$ cat src/rtl/mwp_pkg.sv
package mwp_pkg;
  typedef enum logic [2:0] {
    ST_IDLE    = 3'd0,
    ST_RD_REQ  = 3'd1,
    ST_RD_WAIT = 3'd2,
    ST_WR_REQ  = 3'd3,
    ST_GAP     = 3'd4
  } mwp_state_e;
endpackage

$ cat src/rtl/mwp_addr_form.sv
module mwp_addr_form #(
  parameter int HI_W     = 16,
  parameter int LO_W     = 16,
  parameter int MARK_BIT = 1
) (
  input  logic [HI_W-1:0]      hi,
  input  logic [LO_W-1:0]      lo,
  output logic [HI_W+LO_W-1:0] addr
);
  logic [LO_W-1:0] lo_clr;
  logic            long_form;

  assign long_form = lo[MARK_BIT];

  always_comb begin
    lo_clr           = lo;
    lo_clr[MARK_BIT] = 1'b0;
  end

  // long form takes the register-held upper half, short form a zero page
  assign addr = long_form ? {hi, lo_clr} : {{HI_W{1'b0}}, lo};
endmodule

$ cat src/rtl/mwp_merge.sv
module mwp_merge #(
  parameter int DW = 32
) (
  input  logic [DW-1:0] old_data,
  input  logic [DW-1:0] new_data,
  input  logic [DW-1:0] mask,
  output logic [DW-1:0] merged,
  output logic          hit
);
  assign merged = (old_data & ~mask) | (new_data & mask);
  assign hit    = ((old_data ^ new_data) & mask) == '0;
endmodule

$ cat src/rtl/mwp_poll_timer.sv
module mwp_poll_timer #(
  parameter int GAP_W = 8,
  parameter int LIM_W = 8
) (
  input  logic             clk,
  input  logic             rst_n,
  input  logic             start,
  input  logic             gap_load,
  input  logic [GAP_W-1:0] gap_val,
  input  logic             gap_tick,
  input  logic             miss,
  input  logic [LIM_W-1:0] limit,
  output logic             gap_done,
  output logic             limit_hit
);
  logic [GAP_W-1:0] gap_q, gap_d;
  logic [LIM_W-1:0] miss_q, miss_d;
  logic             gap_en, miss_en;
  logic [LIM_W:0]   miss_next;

  always_comb begin
    gap_en = gap_load | gap_tick;
    gap_d  = gap_load ? gap_val : gap_q - 1'b1;
  end

  always_comb begin
    miss_en = start | (miss & (limit != '0));
    miss_d  = start ? '0 : miss_q + 1'b1;
  end

  always_ff @(posedge clk or negedge rst_n) begin
    if (!rst_n)      gap_q <= '0;
    else if (gap_en) gap_q <= gap_d;
  end

  always_ff @(posedge clk or negedge rst_n) begin
    if (!rst_n)       miss_q <= '0;
    else if (miss_en) miss_q <= miss_d;
  end

  assign miss_next = {1'b0, miss_q} + 1'b1;
  assign gap_done  = (gap_q >> 1) == '0;
  assign limit_hit = (limit != '0) && (miss_next >= {1'b0, limit});

  // the spacing counter is never ticked past zero
  a_r4_gap_no_underflow: assert property (@(posedge clk) disable iff (!rst_n)
    gap_tick |-> gap_q != '0);

  // failed reads never run beyond the limit
  a_r7_limit_not_passed: assert property (@(posedge clk) disable iff (!rst_n)
    (miss && limit != '0) |-> miss_q < limit);
endmodule

$ cat src/rtl/mask_poll_unit.sv
module mask_poll_unit
  import mwp_pkg::*;
#(
  parameter int DW       = 32,
  parameter int HI_W     = 16,
  parameter int LO_W     = 16,
  parameter int GAP_W    = 8,
  parameter int LIM_W    = 8,
  parameter int MARK_BIT = 1
) (
  input  logic                 clk,
  input  logic                 rst_n,
  input  logic                 cmd_valid,
  output logic                 cmd_ready,
  input  logic                 cmd_poll,
  input  logic                 cmd_use_mask,
  input  logic [HI_W-1:0]      cmd_addr_hi,
  input  logic [LO_W-1:0]      cmd_addr_lo,
  input  logic [DW-1:0]        cmd_value,
  input  logic [DW-1:0]        cmd_mask,
  input  logic [GAP_W-1:0]     cfg_gap,
  input  logic [LIM_W-1:0]     cfg_limit,
  output logic                 bus_req,
  output logic                 bus_we,
  output logic [HI_W+LO_W-1:0] bus_addr,
  output logic [DW-1:0]        bus_wdata,
  input  logic                 bus_ack,
  input  logic                 bus_rvalid,
  input  logic [DW-1:0]        bus_rdata,
  output logic                 stall_all,
  output logic                 done,
  output logic                 err
);
  localparam int AW = HI_W + LO_W;

  mwp_state_e    st_q, st_d;
  logic [AW-1:0] addr_q, cmd_addr;
  logic [DW-1:0] val_q, mask_q, wdata_q, wdata_d, merged;
  logic          poll_q, hit, is_plain;
  logic          load_cmd, load_merge, gap_load, gap_tick, miss;
  logic          gap_done, limit_hit;
  logic          done_d, err_d, done_q, err_q;

  mwp_addr_form #(.HI_W(HI_W), .LO_W(LO_W), .MARK_BIT(MARK_BIT)) u_addr (
    .hi   (cmd_addr_hi),
    .lo   (cmd_addr_lo),
    .addr (cmd_addr)
  );

  mwp_merge #(.DW(DW)) u_merge (
    .old_data (bus_rdata),
    .new_data (val_q),
    .mask     (mask_q),
    .merged   (merged),
    .hit      (hit)
  );

  mwp_poll_timer #(.GAP_W(GAP_W), .LIM_W(LIM_W)) u_timer (
    .clk       (clk),
    .rst_n     (rst_n),
    .start     (load_cmd),
    .gap_load  (gap_load),
    .gap_val   (cfg_gap),
    .gap_tick  (gap_tick),
    .miss      (miss),
    .limit     (cfg_limit),
    .gap_done  (gap_done),
    .limit_hit (limit_hit)
  );

  assign is_plain = !cmd_use_mask || (&cmd_mask);

  // next-state logic
  always_comb begin
    st_d       = st_q;
    load_cmd   = 1'b0;
    load_merge = 1'b0;
    gap_load   = 1'b0;
    gap_tick   = 1'b0;
    miss       = 1'b0;
    done_d     = 1'b0;
    err_d      = 1'b0;
    unique case (st_q)
      ST_IDLE: if (cmd_valid) begin
        load_cmd = 1'b1;
        st_d     = (cmd_poll || !is_plain) ? ST_RD_REQ : ST_WR_REQ;
      end
      ST_RD_REQ: if (bus_ack) st_d = ST_RD_WAIT;
      ST_RD_WAIT: if (bus_rvalid) begin
        if (!poll_q) begin
          load_merge = 1'b1;
          st_d       = ST_WR_REQ;
        end else if (hit) begin
          done_d = 1'b1;
          st_d   = ST_IDLE;
        end else begin
          miss = 1'b1;
          if (limit_hit) begin
            done_d = 1'b1;
            err_d  = 1'b1;
            st_d   = ST_IDLE;
          end else if (cfg_gap == '0) begin
            st_d = ST_RD_REQ;
          end else begin
            gap_load = 1'b1;
            st_d     = ST_GAP;
          end
        end
      end
      ST_WR_REQ: if (bus_ack) begin
        done_d = 1'b1;
        st_d   = ST_IDLE;
      end
      ST_GAP: begin
        gap_tick = 1'b1;
        if (gap_done) st_d = ST_RD_REQ;
      end
      default: st_d = ST_IDLE;
    endcase
  end

  assign wdata_d = load_cmd ? cmd_value : merged;

  // registers
  always_ff @(posedge clk or negedge rst_n) begin
    if (!rst_n) st_q <= ST_IDLE;
    else        st_q <= st_d;
  end

  always_ff @(posedge clk or negedge rst_n) begin
    if (!rst_n) begin
      addr_q <= '0;
      val_q  <= '0;
      mask_q <= '0;
      poll_q <= 1'b0;
    end else if (load_cmd) begin
      addr_q <= cmd_addr;
      val_q  <= cmd_value;
      mask_q <= cmd_use_mask ? cmd_mask : '1;
      poll_q <= cmd_poll;
    end
  end

  always_ff @(posedge clk or negedge rst_n) begin
    if (!rst_n)                      wdata_q <= '0;
    else if (load_cmd || load_merge) wdata_q <= wdata_d;
  end

  always_ff @(posedge clk or negedge rst_n) begin
    if (!rst_n) begin
      done_q <= 1'b0;
      err_q  <= 1'b0;
    end else begin
      done_q <= done_d;
      err_q  <= err_d;
    end
  end

  assign cmd_ready = (st_q == ST_IDLE);
  assign bus_req   = (st_q == ST_RD_REQ) || (st_q == ST_WR_REQ);
  assign bus_we    = (st_q == ST_WR_REQ);
  assign bus_addr  = addr_q;
  assign bus_wdata = wdata_q;
  assign stall_all = poll_q && (st_q != ST_IDLE);
  assign done      = done_q;
  assign err       = err_q;

  // request fields hold until accepted
  a_r8_req_hold: assert property (@(posedge clk) disable iff (!rst_n)
    (bus_req && !bus_ack) |=> (bus_req && $stable(bus_addr) && $stable(bus_we)
                               && $stable(bus_wdata)));

  // the long-form marker never reaches the bus
  a_r5_marker_cleared: assert property (@(posedge clk) disable iff (!rst_n)
    bus_req |-> !bus_addr[MARK_BIT]);

  // done lasts one cycle
  a_r9_done_pulse: assert property (@(posedge clk) disable iff (!rst_n)
    done |=> !done);

  // err only ends a stalled poll, together with done
  a_r7_err_from_poll: assert property (@(posedge clk) disable iff (!rst_n)
    err |-> (done && $past(stall_all)));

  // no command is taken while the threads are held
  a_r6_stall_blocks_cmd: assert property (@(posedge clk) disable iff (!rst_n)
    stall_all |-> !cmd_ready);

  // stall drops with the poll's completion
  a_r6_stall_release: assert property (@(posedge clk) disable iff (!rst_n)
    done |-> !stall_all);
endmodule

$ cat config.mk
export PLATFORM = sky130hd
export DESIGN_NAME = mask_poll_unit
export DESIGN_NICKNAME = d
export VERILOG_FILES = /design/src/rtl/mwp_pkg.sv /design/src/rtl/mwp_addr_form.sv /design/src/rtl/mwp_merge.sv /design/src/rtl/mwp_poll_timer.sv /design/src/rtl/mask_poll_unit.sv
export SDC_FILE = /design/constraint.sdc
export NUM_CORES = 1
export LEC_CHECK = 0
export ABC_AREA = 1
export BUFFER_PORTS_ARGS = -buffer_cell sky130_fd_sc_hd__buf_2
export CAP_MARGIN = 20
export CORE_MARGIN = 2
export CORE_UTILIZATION = 29
export CTS_BUF_LIST = sky130_fd_sc_hd__clkbuf_8
export DETAILED_ROUTE_END_ITERATION = 10
export PLACE_DENSITY = 0.56
export SLEW_MARGIN = 10
export SYNTH_ARGS = -nofsm -noshare
export SYNTH_HDL_FRONTEND = slang
export SYNTH_SLANG_ARGS = --single-unit
$ cat constraint.sdc
create_clock -name clk -period 6.1 [get_ports clk]
set_input_delay 0.61 -clock clk [delete_from_list [all_inputs] [get_ports clk]]
set_output_delay 0.61 -clock clk [all_outputs]
set_load 0.05 [all_outputs]
==> metrics <==
fmax=344 MHz; most common cell after layout, fill and taps aside=nand2_1; number of vias per cell=4.45; post-CTS setup buffer count=0; Worst VDD drop=about 0.23 mV; Post-route DRC=0; hold slack=between 0.2 and 0.25 ns; Die W=~170 um; Slew @ Worst Pin=0.928 ns; Final Hold Viols=0; RSZ-0062 raised after global routing=false; DRT Wirelength=21300 um; post_cts resized=0; post-DR wirelength/cell=13.8 um; NumNets Final=1359; Avg Inst Size Synth=7.82 um^2; Vias=just under 7000; status=finished, final reports clean; setup TNS=0 ns; Layout area overhead=23.3%; R2R depth=8; Setup-failing EPs final=0; worst-skew pair later-pin latency=between 0.4 and 0.5 ns; CTS HTree Levels=4; GR Util All Layers=0.153; Root Driver=clkbuf_8; Finished Core Util=0.366; CP Launch Point=st_q[0]; final slew viol count=0; DR pass1 iterations=5; die area=roughly 0.028 mm^2; Final Skew=0.0172 ns; Net Count, Synth=1155; largest net degree at the start of global routing=100; sequential area share after synthesis=0.480; initial antenna violation count=1; # Max-Cap Violations=0; GP Congestion=between 0.8 and 0.9; Hold Buf Count CTS=0; CP Capture Type=flop; Critical Path RT=around 6.4 ns; setup slack, reg-to-reg=around 3.2 ns; Initial Util=0.297; post-place setup slack=about 3.1 ns; Core Box Area=0.0262 mm^2; ys async rst share=1.00; ys flop type=dfrtp_1; Crit Path Class=flop to flop; port bufs=approximately 220; vias in the first global route=about 6600; Power Density=about 540 mW/mm^2; ANT nets after route=0; flops & latches, synth=about 150; Clock Sinks=149; Ys Warns=0; Mapped Area=roughly 0.008 mm^2; layout cells sized above 1=0.243; Worst Setup Slack, final=about 3.2 ns; total gr overflow=0; CP max FO=99; Tmin final=slightly below 3 ns; worst reg2reg path endpoint=bus_wdata[27]; Num CTS Buffers=17; first-pass GRT wire length=approximately 34000 um; Pleak=roughly 5.1 nW; cell row count=59; HPWL after detailed placement=15700 um; Worst EP arrival=3.22 ns; Mapped Cells=just under 1000; CTS clk-pin slew, worst paths=roughly 0.10 ns; Rel. slew slack=0.382; Worst setup SP type=flop; distinct cell type count after synthesis=36; Worst R2R Start=st_q[0]; # IOs=~220; EDFF count, synth=0; most frequent cells in the layout=300 x nand2_1, 218 x buf_2, 149 x dfrtp_1; Max Root-Sink Buffers=2; TritonCTS clock tree=done; Worst Hold Class=input pin to async pin; DIE HEIGHT=168 um; drt first-iter violations=around 360; period utilisation layout=0.477
[synth_stat cells, types with 2 or more instances]
| cell type | count | share of area |
|---|---|---|
| a21oi_1 | 42 | 0.027 |
| buf_2 | 14 | 0.0090 |
| buf_4 | 7 | 0.0068 |
| buf_6 | 3 | 0.0043 |
| clkbuf_1 | 14 | 0.0068 |
| dfrtp_1 | 149 | 0.48 |
| ha_1 | 10 | 0.016 |
| inv_1 | 130 | 0.063 |
| inv_2 | 6 | 0.0029 |
| nand2_1 | 300 | 0.14 |
| nand2_2 | 2 | 0.0016 |
| nand3_1 | 74 | 0.048 |
| nand4_1 | 4 | 0.0032 |
| nor2_1 | 58 | 0.028 |
| nor2_4 | 2 | 0.0029 |
| nor3_1 | 3 | 0.0019 |
| nor3_2 | 2 | 0.0026 |
| nor4_1 | 10 | 0.0080 |
| o211ai_1 | 11 | 0.011 |
| o211ai_2 | 21 | 0.034 |
| o21a_1 | 17 | 0.016 |
| o21ai_0 | 62 | 0.040 |
| o21ai_1 | 30 | 0.019 |
| o22ai_1 | 2 | 0.0016 |
| or2_0 | 3 | 0.0024 |
| xnor2_1 | 3 | 0.0034 |
| xor2_1 | 6 | 0.0068 |
[worst max-delay path, cell delays in order, from the launching register on]
cell      delay [ns]
dfrtp_1         0.41
nor2_1          0.15
nand2_1         0.13
nor2_4          0.12
buf_4           0.68
buf_4           0.83
a21oi_1         0.08
o21ai_1         0.15
o211ai_2        0.10
[worst max path at each step]
stage | endpoint | slack [ns] | cells after the start
finish | bus_wdata[27] | 3.19 | 8
global route | bus_wdata[27] | 2.84 | 8
CTS | bus_wdata[30] | 3.19 | 8
detailed placement | bus_wdata[15] | 3.14 | 9
global placement | bus_wdata[26] | 3.14 | 8
floorplan | bus_we | 3.52 | 3
[flip-flops by register name, indices dropped and copies added, names as in the netlist]
register	cells
bus_addr	31
bus_wdata	32
done	1
err	1
mask_q	32
poll_q	1
st_q	3
u_timer.gap_q	8
u_timer.miss_q	8
val_q	32
[per-stage QoR]
stage | instance area [um^2] | instances | total power, mW
floorplan | 7770 | 994 | 3.74
global placement | 9110 | 1514 | 4.33
detailed placement | 9110 | 1514 | 4.37
CTS | 9580 | 1546 | 5.30
global route | 9580 | 1547 | 5.66
finish | 9580 | 1547 | 5.21
[kinds of logic after synthesis]
group,Yosys count,synth area share
compound gates,187,0.151
xor+xnor,9,0.0101
fa+ha+maj,10,0.0161
buf+inv,174,0.0926
flops,149,0.480
other cells,1,0.000482
simple gates,464,0.250
[metal layers]
metal | part of all wire | GRT usage | routed length [um] | vias to the layer above
met2 | 0.46 | 0.243 | 9760 | 143
met3 | 0.038 | 0.0357 | 813 | 12
met4 | 0.012 | 0.0386 | 256 | 0
met5 | 0 | 0 | 0 | -
li1 | - | - | - | 3589
met1 | 0.49 | 0.212 | 10500 | 3140
[power by group]
part | internal, mW | total [mW] | switching (mW) | leakage, nW
clock | 0.472 | 0.902 | 0.430 | 0.234
combinational | 0.749 | 2.55 | 1.80 | 3.05
sequential | 1.45 | 1.76 | 0.312 | 1.80
[cell type report]
cell class,count,area [um^2]
multi-input combinational,671,3320
fill,2803,16600
timing repair buffer,223,1130
clock buffer,18,248
inverter,136,510
clock inverter,14,215
tap,335,419
antenna,1,2.50
sequential,149,3730
Note: power is estimated with default switching activity, not from simulation.
